File: src/rtl/obr_pkg.sv
package obr_pkg;

    typedef struct packed {
        logic [7:0] r3;
        logic [7:0] r2;
        logic [7:0] r1;
        logic [7:0] r0;
    } obr_regs_t;

    localparam int unsigned LOCK_BIT    = 7;
    localparam int unsigned WHOLE8K_BIT = 4;
    localparam int unsigned CHR128_BIT  = 7;
    localparam int unsigned LATCH_SEL   = 2;

endpackage

File: src/rtl/obr_regfile.sv
module obr_regfile
    import obr_pkg::*;
#(
    parameter int unsigned ADDR_W = 16,
    parameter logic [ADDR_W-1:0] WIN_BASE = 16'h6000,
    parameter logic [ADDR_W-1:0] WIN_LAST = 16'h7FFF
) (
    input  logic              clk,
    input  logic              rst_n,
    input  logic              soft_rst,
    input  logic              wr_en,
    input  logic [ADDR_W-1:0] wr_addr,
    input  logic [7:0]        wr_data,
    output obr_regs_t         regs_q
);

    obr_regs_t  regs_d;
    logic       hit;
    logic [1:0] sel;
    logic [7:0] keep;
    logic       locked;

    always_comb begin
        regs_d = regs_q;
        hit    = wr_en && (wr_addr >= WIN_BASE) && (wr_addr <= WIN_LAST);
        sel    = wr_addr[1:0];
        locked = regs_q.r3[LOCK_BIT];
        keep   = (regs_q.r2[7] ? 8'h70 : 8'h00)
               | {4'b0000, regs_q.r2[6:4], 1'b0};
        if (soft_rst) begin
            regs_d = '0;
        end else if (hit) begin
            case (sel)
                2'd0: if (!locked) regs_d.r0 = wr_data;
                2'd1: if (!locked) regs_d.r1 = wr_data;
                2'd2: regs_d.r2 = (regs_q.r2 & keep) | (wr_data & ~keep);
                default: if (!locked) regs_d.r3 = wr_data;
            endcase
        end
    end

    always_ff @(posedge clk or negedge rst_n) begin
        if (!rst_n) regs_q <= '0;
        else        regs_q <= regs_d;
    end

endmodule

File: src/rtl/obr_outer.sv
module obr_outer #(
    parameter int unsigned BANK_W  = 10,
    parameter int unsigned SMALL_W = 7,
    parameter int unsigned LARGE_W = 8,
    parameter bit          SWAP_HI = 1'b0
) (
    input  logic              sel_lo,
    input  logic              sel_mid,
    input  logic              sel_hi,
    input  logic              chr_small,
    output logic [BANK_W-1:0] outer_bank,
    output logic [BANK_W-1:0] inner_mask
);

    localparam logic [BANK_W-1:0] MASK_SMALL = BANK_W'((1 << SMALL_W) - 1);
    localparam logic [BANK_W-1:0] MASK_LARGE = BANK_W'((1 << LARGE_W) - 1);
    localparam int unsigned       LOW_W      = BANK_W - 3;

    logic [2:0] top3;

    generate
        if (SWAP_HI) begin : g_swapped
            always_comb top3 = {sel_mid, ~sel_hi, sel_lo};
        end else begin : g_normal
            always_comb top3 = {~sel_hi, sel_mid, sel_lo};
        end
    endgenerate

    always_comb begin
        inner_mask = chr_small ? MASK_SMALL : MASK_LARGE;
        outer_bank = {top3, {LOW_W{1'b0}}};
    end

endmodule

File: src/rtl/obr_chr_map.sv
module obr_chr_map #(
    parameter int unsigned NUM_WIN = 8,
    parameter int unsigned IN_W    = 8,
    parameter int unsigned BANK_W  = 10
) (
    input  logic [NUM_WIN*IN_W-1:0]   bank_in,
    input  logic [BANK_W-1:0]         outer_bank,
    input  logic [BANK_W-1:0]         inner_mask,
    input  logic                      whole_mode,
    input  logic [7:0]                latch_val,
    output logic [NUM_WIN*BANK_W-1:0] bank_out
);

    localparam int unsigned WIN_SH = $clog2(NUM_WIN);

    logic [BANK_W-1:0] outer_eff;
    logic [BANK_W-1:0] big_bank;

    always_comb begin
        outer_eff = outer_bank & ~inner_mask;
        big_bank  = (BANK_W'(latch_val) & (inner_mask >> WIN_SH))
                  | (outer_eff >> WIN_SH);
    end

    generate
        for (genvar w = 0; w < NUM_WIN; w++) begin : g_win
            logic [BANK_W-1:0] small_bank;
            always_comb begin
                small_bank = (BANK_W'(bank_in[w*IN_W +: IN_W]) & inner_mask) | outer_eff;
                bank_out[w*BANK_W +: BANK_W] = whole_mode
                    ? ((big_bank << WIN_SH) | BANK_W'(w))
                    : small_bank;
            end
        end
    endgenerate

endmodule

File: src/rtl/chr_outer_bank_regs.sv
module chr_outer_bank_regs
    import obr_pkg::*;
#(
    parameter int unsigned ADDR_W  = 16,
    parameter int unsigned NUM_WIN = 8,
    parameter int unsigned IN_W    = 8,
    parameter int unsigned BANK_W  = 10,
    parameter bit          SWAP_HI = 1'b0
) (
    input  logic                      clk,
    input  logic                      rst_n,
    input  logic                      soft_rst,
    input  logic                      cpu_wr,
    input  logic [ADDR_W-1:0]         cpu_addr,
    input  logic [7:0]                cpu_data,
    input  logic [NUM_WIN*IN_W-1:0]   win_bank_in,
    output logic [31:0]               outer_regs,
    output logic [NUM_WIN*BANK_W-1:0] win_bank_out
);

    obr_regs_t         regs_q;
    logic [BANK_W-1:0] outer_bank;
    logic [BANK_W-1:0] inner_mask;

    obr_regfile #(
        .ADDR_W (ADDR_W)
    ) u_regs (
        .clk      (clk),
        .rst_n    (rst_n),
        .soft_rst (soft_rst),
        .wr_en    (cpu_wr),
        .wr_addr  (cpu_addr),
        .wr_data  (cpu_data),
        .regs_q   (regs_q)
    );

    obr_outer #(
        .BANK_W  (BANK_W),
        .SWAP_HI (SWAP_HI)
    ) u_outer (
        .sel_lo     (regs_q.r0[3]),
        .sel_mid    (regs_q.r0[4]),
        .sel_hi     (regs_q.r0[5]),
        .chr_small  (regs_q.r0[CHR128_BIT]),
        .outer_bank (outer_bank),
        .inner_mask (inner_mask)
    );

    obr_chr_map #(
        .NUM_WIN (NUM_WIN),
        .IN_W    (IN_W),
        .BANK_W  (BANK_W)
    ) u_map (
        .bank_in    (win_bank_in),
        .outer_bank (outer_bank),
        .inner_mask (inner_mask),
        .whole_mode (regs_q.r3[WHOLE8K_BIT]),
        .latch_val  (regs_q.r2),
        .bank_out   (win_bank_out)
    );

    assign outer_regs = regs_q;

endmodule

File: config.mk
export PLATFORM = sky130hd
export DESIGN_NAME = chr_outer_bank_regs
export DESIGN_NICKNAME = d
export VERILOG_FILES = /design/src/rtl/obr_pkg.sv /design/src/rtl/obr_regfile.sv /design/src/rtl/obr_outer.sv /design/src/rtl/obr_chr_map.sv /design/src/rtl/chr_outer_bank_regs.sv
export SDC_FILE = /design/constraint.sdc
export NUM_CORES = 1
export LEC_CHECK = 0
export BUFFER_PORTS_ARGS = -buffer_cell sky130_fd_sc_hd__buf_2
export CAP_MARGIN = 20
export CORE_UTILIZATION = 41
export DETAILED_ROUTE_END_ITERATION = 8
export GPL_TIMING_DRIVEN = 0
export PLACE_DENSITY = 0.82
export SLEW_MARGIN = 5
export SYNTH_ARGS = -nofsm -noshare
export SYNTH_HDL_FRONTEND = slang
export SYNTH_HIERARCHICAL = 1
export SYNTH_SLANG_ARGS = --single-unit
File: constraint.sdc
create_clock -name clk -period 1.9 [get_ports clk]
set_clock_uncertainty 0.05 [all_clocks]
set_input_delay 0.38 -clock clk [delete_from_list [all_inputs] [get_ports clk]]
set_output_delay 0.38 -clock clk [all_outputs]
set_load 0.02 [all_outputs]
==> flow_summary.ini, run 1 <==
[run_status]
status = finished with violations
violations = negative setup slack

[clocking]
postCtsHoldBufs = 0
insertion_delay_ps = 290
cts.htree.levels = 2
cts_tree = done
clk_path_buf_depth = 2
cts.sinks = 32
cts_buffers = 5
clock_tree.root_cell = clkbuf_8
clk_pin_slew_ps = 70

[pwr]
irDropWorstVdd_mv = 0.6003
p_switching_uw = 672.0
internal_power_uw = 1321
p_clk_frac = 0.275
switching_share = 0.3371
p_comb_frac = 0.379
power.density_nw_per_um2 = 450.2
seqPwrFrac = 0.346
leakagePower_uw = 0.002472
finalPower_uw = 1993

[synth]
synth_async_sr_flop_share = 1.000
yosysSeqAreaShare = 0.2930
synth_edf_count = 0
synth_seq_cells = 32
syn_area_sq_um = 2733
syn_avg_cell_area_sq_um = 8.513
synthesis.instances = 321
synthDistinctLibCells = 26
ys_warn_count = 6
synth_flop_cell = dfrtp_1

[detailed_routing]
drc_errors = 0
routedWlPerCell_um = 14.34
antenna_left = 0
via_count = 3025
drt_iter0_drc = 63
wirelength_mm = 8.878
drt-vias-per-instance = 4.887
dr.pass1.iters = 4

[cells_and_area]
regMostFlops = u_regs/regs_q
antenna_cells = 0
area_growth_pct = 62.04
fin_area_sq_um = 4428
nNetsFinal = 633
reg_top3 = u_regs/regs_q x32
layout_commonest_cell = buf_2
largest_reg_flops = 32
drive_gt1_frac = 0.5664
layout_common_cells = buf_2 (161), nand2b_1 (79), buf_4 (57), dfrtp_1 (32), mux2i_1 (31)

[global_route]
first_global_vias = 2845
grt_max_degree = 33
antenna_found_initial = 0
track_usage = 0.2346
grt-ovfl-total = 0
grt_pass1_wl_mm = 13.34

[placed_design]
gp_congestion = 0.8354
port_buffers = 190
placed_area_sq_um = 3832
hpwl_mm = 6.479

[worst_setup_path]
worstPathMaxFanout = 8
end_kind = output port
required_ps = 1470
start_kind = register
critical_path_class = register to output port
crit_arrival_ps = 1530

[run]
max_cap_viol_count = 0

[floorplanning]
ios = 204
fp.dieH_um = 83.64
rows = 29
initial_core_util = 0.4279
die_x_um = 83.64
coreArea_sq_um = 6386
dieArea_sq_um = 6996

[timing]
fin_crit_sh = 1.033
relSlewSlack = 0.5291
layout_min_cycle_time_ps = 1963
maxSlewViolCount = 0
finalSetupViolCount = 38
rsz0062_at_grt = true
hold_viol = 0
worst_slew_pin_slew_ps = 706.4
layout_setup_ws_ps = -63.46
max_freq_mhz = 509.3

[hold_path]
hold_path_class = input pin to async pin
[synth_stat cells (2+ instances only)]
cell type	n	share of area
nor2_1	7	0.0096
o21ai_0	2	0.0037
nor4b_1	3	0.0096
a21boi_4	5	0.034
buf_2	6	0.011
nand2b_1	82	0.19
nand2_1	25	0.034
inv_1	4	0.0055
buf_4	33	0.091
mux2i_1	31	0.11
buf_6	6	0.025
clkbuf_2	3	0.0055
a21oi_1	52	0.095
dfrtp_1	32	0.29
conb_1	2	0.0027
clkbuf_1	5	0.0069
nand3_1	2	0.0037
nand3b_1	13	0.036
[worst paths after layout]
path	from	end	slack, ps	cells after the start
worst max-delay path	u_regs/regs_q[28]	win_bank_out[43]	-60	6
worst min-delay path	rst_n	u_regs/regs_q[1]	80	1
worst max register to register	u_regs/regs_q[23]	u_regs/regs_q[21]	540	3
worst min register to register	u_regs/regs_q[25]	u_regs/regs_q[25]	500	2
max in group asynchronous	rst_n	u_regs/regs_q[19]	1260	1
min in group clk	cpu_data[7]	u_regs/regs_q[31]	350	3
[what timing repair did]
action | CTS | global route
setup buffers | 4 | 5
gates resized for setup | 36 | 70
pin swaps | 3 | 12
endpoints found under the setup margin | 73 | 51
[power by group through the flow]
stage | Sequential, uW | Combinational (uW) | Clock (uW)
2_1_floorplan | 708 | 381 | 0
3_3_place_gp | 703 | 610 | 0
3_5_place_dp | 703 | 621 | 0
4_1_cts | 690 | 657 | 556
5_1_grt | 690 | 806 | 578
6_report | 690 | 756 | 548
[metal layers]
| layer | vias up | global-route usage | share of wire |
|---|---|---|---|
| met2 | 130 | 0.4523 | 0.54 |
| met3 | 11 | 0.04451 | 0.065 |
| li1 | 1468 | - | - |
| met4 | 0 | 0.05085 | 0.012 |
| met5 | - | 0 | 0 |
| met1 | 1416 | 0.2645 | 0.38 |
[kinds of logic after synthesis]
kind of cell | synth area share
AO/OA/AOI/OAI | 0.1364
buffers and inverters | 0.1442
flip-flops | 0.2930
multiplexers | 0.1136
other | 0.002748
AND/OR/NAND/NOR | 0.3100
[through the flow]
stage | hold WS [ps] | utilization | setup WS [ps] | cells | TNS, ps
2_1_floorplan | 34.41 | - | 37.63 | 335 | 0
3_3_place_gp | 416.4 | 0.6001 | 136.2 | 602 | 0
3_5_place_dp | 421.9 | 0.6001 | 64.43 | 602 | 0
4_1_cts | 106.7 | 0.6397 | -55.34 | 614 | -1654
5_1_grt | 146.9 | 0.6934 | -125.2 | 619 | -3647
6_report | 84.32 | 0.6934 | -63.46 | 619 | -1533
[area by class of cell]
cell class              count  area [sq um]
inverters                   4         15.01
repair buffers            199          1212
well taps                  77         96.34
clock buffers               6         82.58
multi-input cells         246          1804
fillers                   519          1958
flip-flops and latches     32         800.8
plain buffers              53         406.6
clock inverters             2         10.01
[worst max-delay path: stages (launching register included)]
cell and delay (ps):
dfrtp_1 400, buf_6 150, buf_12 140, a21boi_4 170
buf_12 150, a21oi_2 60, buf_4 150
No activity file was read; power rests on OpenSTA's default activity.
==> run 2, diff against run 1 <==
--- a/config.mk
+++ b/config.mk
@@ -5,9 +5,10 @@
 export SDC_FILE = /design/constraint.sdc
 export NUM_CORES = 1
 export LEC_CHECK = 0
+export ABC_AREA = 1
 export BUFFER_PORTS_ARGS = -buffer_cell sky130_fd_sc_hd__buf_2
 export CAP_MARGIN = 20
-export CORE_UTILIZATION = 41
+export CORE_UTILIZATION = 43
 export DETAILED_ROUTE_END_ITERATION = 8
 export GPL_TIMING_DRIVEN = 0
 export PLACE_DENSITY = 0.82
==> flow_summary.ini, run 2 <==
[pwr]
internal_power_uw = 1355
p_clk_frac = 0.254
leakagePower_uw = 0.002999
p_comb_frac = 0.416
switching_share = 0.3855
seqPwrFrac = 0.330
power.density_nw_per_um2 = 506.9
irDropWorstVdd_mv = 0.4733
p_switching_uw = 850.3

[cells_and_area]
layout_commonest_cell = nand2_1
regMostFlops = u_regs/regs_q
largest_reg_flops = 32
drive_gt1_frac = 0.4253
layout_common_cells = nand2_1 (232), buf_2 (196), nand3_1 (49), buf_4 (42), dfrtp_1 (32)
nNetsFinal = 794
reg_top3 = u_regs/regs_q x32
nFillCells = 674
antenna_cells = 0
utilization = 0.6370
area_growth_pct = 41.61

[detailed_routing]
drt-vias-per-instance = 4.755
via_count = 3799
dr.pass1.iters = 4
drc_errors = 0
drt_iter0_drc = 153
wirelength_mm = 9.777
routedWlPerCell_um = 12.24
antenna_left = 0

[run]
max_cap_viol_count = 0

[clocking]
postCtsHoldBufs = 0
cts_tree = done
cts.htree.levels = 2
clk_pin_slew_ps = 80
insertion_delay_ps = 290
clock_tree.root_cell = clkbuf_8
clk_path_buf_depth = 2
cts.sinks = 32
cts_buffers = 5

[timing]
finalSetupViolCount = 0
layout_min_cycle_time_ps = 1860
relSlewSlack = 0.5479
tns_ps = 0
whs_ps = 67.58
maxSlewViolCount = 0
hold_viol = 0
layout_setup_ws_ps = 39.72
fin_crit_sh = 0.9791
rsz0062_at_grt = true
worst_slew_pin_slew_ps = 678.1
max_freq_mhz = 537.6

[global_route]
track_usage = 0.2628
grt_max_degree = 33
first_global_vias = 3351
grt_pass1_wl_mm = 15.54
antenna_found_initial = 0
grt-ovfl-total = 0

[hold_path]
hold_path_class = input pin to async pin

[synth]
yosysSeqAreaShare = 0.2606
synth_async_sr_flop_share = 1.000
synth_flop_cell = dfrtp_1
syn_avg_cell_area_sq_um = 6.310
ys_warn_count = 6
synth_edf_count = 0
synth_seq_cells = 32
synthesis.instances = 487
yosys.area.top_type_share = 0.2834
synth_top_cell_by_area = nand2_1
synth.area.top_cells = nand2_1 (28%), dfrtp_1 (26%), buf_4 (8.6%)
synth.most_common_cell = nand2_1
synth_commonest_cells = nand2_1 (232), nand3_1 (49), buf_4 (35)
synthDistinctLibCells = 24
syn_area_sq_um = 3073

[worst_setup_path]
critical_path_class = register to output port
end_kind = output port
worstPathMaxFanout = 10
crit_arrival_ps = 1430
required_ps = 1470
start_kind = register

[placed_design]
pre_cts_slack_ps = 214.5
hpwl_mm = 7.781
port_buffers = 191
gp_congestion = 0.9345

[floorplanning]
initial_core_util = 0.4498
dieArea_sq_um = 7488
rows = 30
fp.dieH_um = 86.54
ios = 204
coreArea_sq_um = 6832
die_x_um = 86.54

[run_status]
status = finished clean
run 2: cell count changes after synthesis, moves of 5 or more:
cell,change
o21ai_0,+6
inv_1,+17
mux2i_1,-31
a21oi_1,-41
nand2_1,+207
buf_2,+5
nand2_4,+12
nand3b_1,-13
nand3_1,+47
nand2_2,+11
nand4_1,+24
nand2b_1,-82
a21boi_4,-5
run 2: stage by stage:
stage	area, sq um	std cells	total power [uW]
after floorplan	3126	501	1332
after detailed placement	4202	788	1639
final	4352	799	2206
after CTS	4307	796	2200
after global placement	4202	788	1628
after global routing	4352	799	2326
run 2: repair_timing:
item / in CTS / in global routing
buffers inserted: 0 / 3
resized for setup: 2 / 10
pin swaps: 0 / 0
setup endpoints to repair: 14 / 47
run 2: cell type report:
class | count | area [sq um] | area share
plain buffers | 55 | 416.7 | 0.09574
clock buffers | 6 | 82.58 | 0.01898
clock inverters | 2 | 15.01 | 0.003450
inverters | 30 | 130.1 | 0.02990
multi-input cells | 384 | 1805 | 0.4149
flip-flops and latches | 32 | 800.8 | 0.1840
well taps | 96 | 120.1 | 0.02760
repair buffers | 194 | 980.9 | 0.2254
run 2: power by group through the flow:
stage	clock (uW)	sequential [uW]	combinational [uW]
floorplan	0	778	555
global placement	0	740	888
detailed placement	0	742	897
CTS	569	729	902
global route	593	732	1000
finish	560	728	918
run 2: logic make-up after synthesis:
family / count (synthesis) / share of synthesized area
compound gates: 22 / 0.03950
buf+inv: 85 / 0.1739
flops: 32 / 0.2606
other cells: 2 / 0.002444
simple gates: 346 / 0.5236
run 2: worst paths after layout:
check / startpoint / to / slack, ps / cells after the start
max: u_regs/regs_q[28] / win_bank_out[7] / 40 / 5
min: rst_n / u_regs/regs_q[27] / 70 / 1
max reg2reg: u_regs/regs_q[31] / u_regs/regs_q[3] / 680 / 4
min reg2reg: u_regs/regs_q[6] / u_regs/regs_q[6] / 460 / 2
max in group asynchronous: rst_n / u_regs/regs_q[20] / 1280 / 1
min in group clk: cpu_data[0] / u_regs/regs_q[24] / 430 / 5
run 2: critical path, cell delays in order (launching register included):
cell	delay [ps]
dfrtp_1	440
inv_2	140
clkbuf_4	230
nand2_1	80
nand2_1	70
buf_2	180
run 2: per-layer routing:
metal	global-route usage	part of all wire
met1	0.3023	0.40
met2	0.4942	0.50
met3	0.04095	0.071
met4	0.08636	0.023
met5	0	0
==> run 3, diff against run 2 <==
==> constraint.sdc (replaced) <==
create_clock -name clk -period 1.9 [get_ports clk]
set_clock_uncertainty 0.05 [all_clocks]
set_input_delay 0.19 -clock clk [delete_from_list [all_inputs] [get_ports clk]]
set_output_delay 0.19 -clock clk [all_outputs]
set_load 0.02 [all_outputs]
==> flow_summary.ini, run 3 (synthesis results as in run 2) <==
[run_status]
status = finished clean

[global_route]
grt_max_degree = 33
grt-ovfl-total = 0
grt_pass1_wl_mm = 15.46
antenna_found_initial = 0
first_global_vias = 3354
track_usage = 0.2612

[clocking]
cts.sinks = 32
cts.htree.levels = 2
clk_pin_slew_ps = 70
cts_tree = done
insertion_delay_ps = 290
clock_tree.root_cell = clkbuf_8
clk_path_buf_depth = 2
cts_buffers = 5

[cells_and_area]
layout_common_cells = nand2_1 (232), buf_2 (202), nand3_1 (49), buf_4 (35), dfrtp_1 (32)
fin_cells = 797
regMostFlops = u_regs/regs_q
antenna_cells = 0
area_growth_pct = 40.35
largest_reg_flops = 32
drive_gt1_frac = 0.4208
nNetsFinal = 792
layout_commonest_cell = nand2_1
reg_top3 = u_regs/regs_q x32

[floorplanning]
rows = 30
die_x_um = 86.54
coreArea_sq_um = 6832
fp.dieH_um = 86.54
dieArea_sq_um = 7488
ios = 204
initial_core_util = 0.4498

[detailed_routing]
drt-vias-per-instance = 4.716
via_count = 3759
dr.pass1.iters = 5
drc_errors = 0
wirelength_mm = 9.716
routedWlPerCell_um = 12.19
antenna_left = 0
drt_iter0_drc = 128

[placed_design]
post-place-cells = 788
hpwl_mm = 7.781
port_buffers = 191
gp_congestion = 0.9345

[timing]
tns_ps = 0
finalSetupViolCount = 0
rsz0062_at_grt = false
maxSlewViolCount = 0
fin_crit_sh = 0.9067
max_freq_mhz = 580.5
hold_viol = 0
layout_min_cycle_time_ps = 1723
worst_slew_pin_slew_ps = 681.9
relSlewSlack = 0.5454

[worst_setup_path]
r2r_start = u_regs/regs_q[31]
start_kind = register
endpoint = win_bank_out[19]
path_common_cell = inv_1
rrSetupSlack_ps = 680
crit_arrival_ps = 1480
r2r_end = u_regs/regs_q[3]
crit_chain = inv_1 -> inv_1 -> o21ai_1 -> buf_4 -> buf_2
critPathLaunch = u_regs/regs_q[5]
cp_slowest_cell = dfrtp_1
end_kind = output port
worstPathMaxFanout = 8
required_ps = 1660
worstRegToRegCells = 4
crit_path_max_incr_delay_ps = 390
critical_path_class = register to output port

[pwr]
power.density_nw_per_um2 = 508.8
irDropWorstVdd_mv = 0.4661
leakagePower_uw = 0.002977

[hold_path]
holdPathStages = 4
hold_path_class = input pin to register

[run]
max_cap_viol_count = 0
[run 3: critical path, delay by kind of cell, from the launching register on]
family,cells,cell delay [ps]
buffers and inverters,4,420
DFF,1,390
AOI/OAI and AO/OA,1,380
[run 3: per-layer routing]
metal | global-route usage | wire length (um) | share of wire | up-vias
li1 | - | - | - | 1918
met1 | 0.2999 | 3851 | 0.40 | 1653
met3 | 0.04095 | 720 | 0.074 | 16
met4 | 0.08636 | 194 | 0.020 | 0
met5 | 0 | 0 | 0 | -
met2 | 0.4913 | 4950 | 0.51 | 172
[run 3: cell type report]
type | count | area [sq um]
plain buffers | 55 | 404.1
well taps | 96 | 120.1
fillers | 673 | 2519
inverters | 30 | 130.1
flip-flops and latches | 32 | 800.8
clock buffers | 6 | 82.58
repair buffers | 192 | 965.9
multi-input cells | 384 | 1794
clock inverters | 2 | 15.01
[run 3: worst min-delay path by stage]
| stage | from | endpoint | slack (ps) |
|---|---|---|---|
| 6_report | soft_rst | u_regs/regs_q[28] | 240 |
| 5_1_grt | soft_rst | u_regs/regs_q[28] | 260 |
| 4_1_cts | soft_rst | u_regs/regs_q[30] | 240 |
| 3_5_place_dp | rst_n | u_regs/regs_q[15] | 240 |
| 3_3_place_gp | rst_n | u_regs/regs_q[15] | 220 |
| 2_1_floorplan | rst_n | u_regs/regs_q[0] | -160 |
[run 3: repair_timing]
item	in CTS	in global routing
resized for setup	0	1
hold buffers	1	0
endpoints found under the setup margin	0	7
setup buffers	0	0
endpoints found under the hold margin	32	0
[run 3: power by group]
group	switching [uW]	internal [uW]
registers	18.0	711
clock network	262	293
logic	562	349
total	842	1350
[run 3: stage by stage]
stage | worst slack [ps] | util | cell area (sq um) | hold slack, ps | total power [uW]
after floorplan | 228.0 | - | 3126 | -155.6 | 1332
after global placement | 481.8 | 0.6150 | 4202 | 217.1 | 1628
after detailed placement | 404.5 | 0.6150 | 4202 | 235.1 | 1639
after CTS | 103.9 | 0.6308 | 4309 | 235.7 | 2200
after global routing | 86.28 | 0.6313 | 4313 | 261.0 | 2320
final | 177.2 | 0.6313 | 4313 | 239.8 | 2194
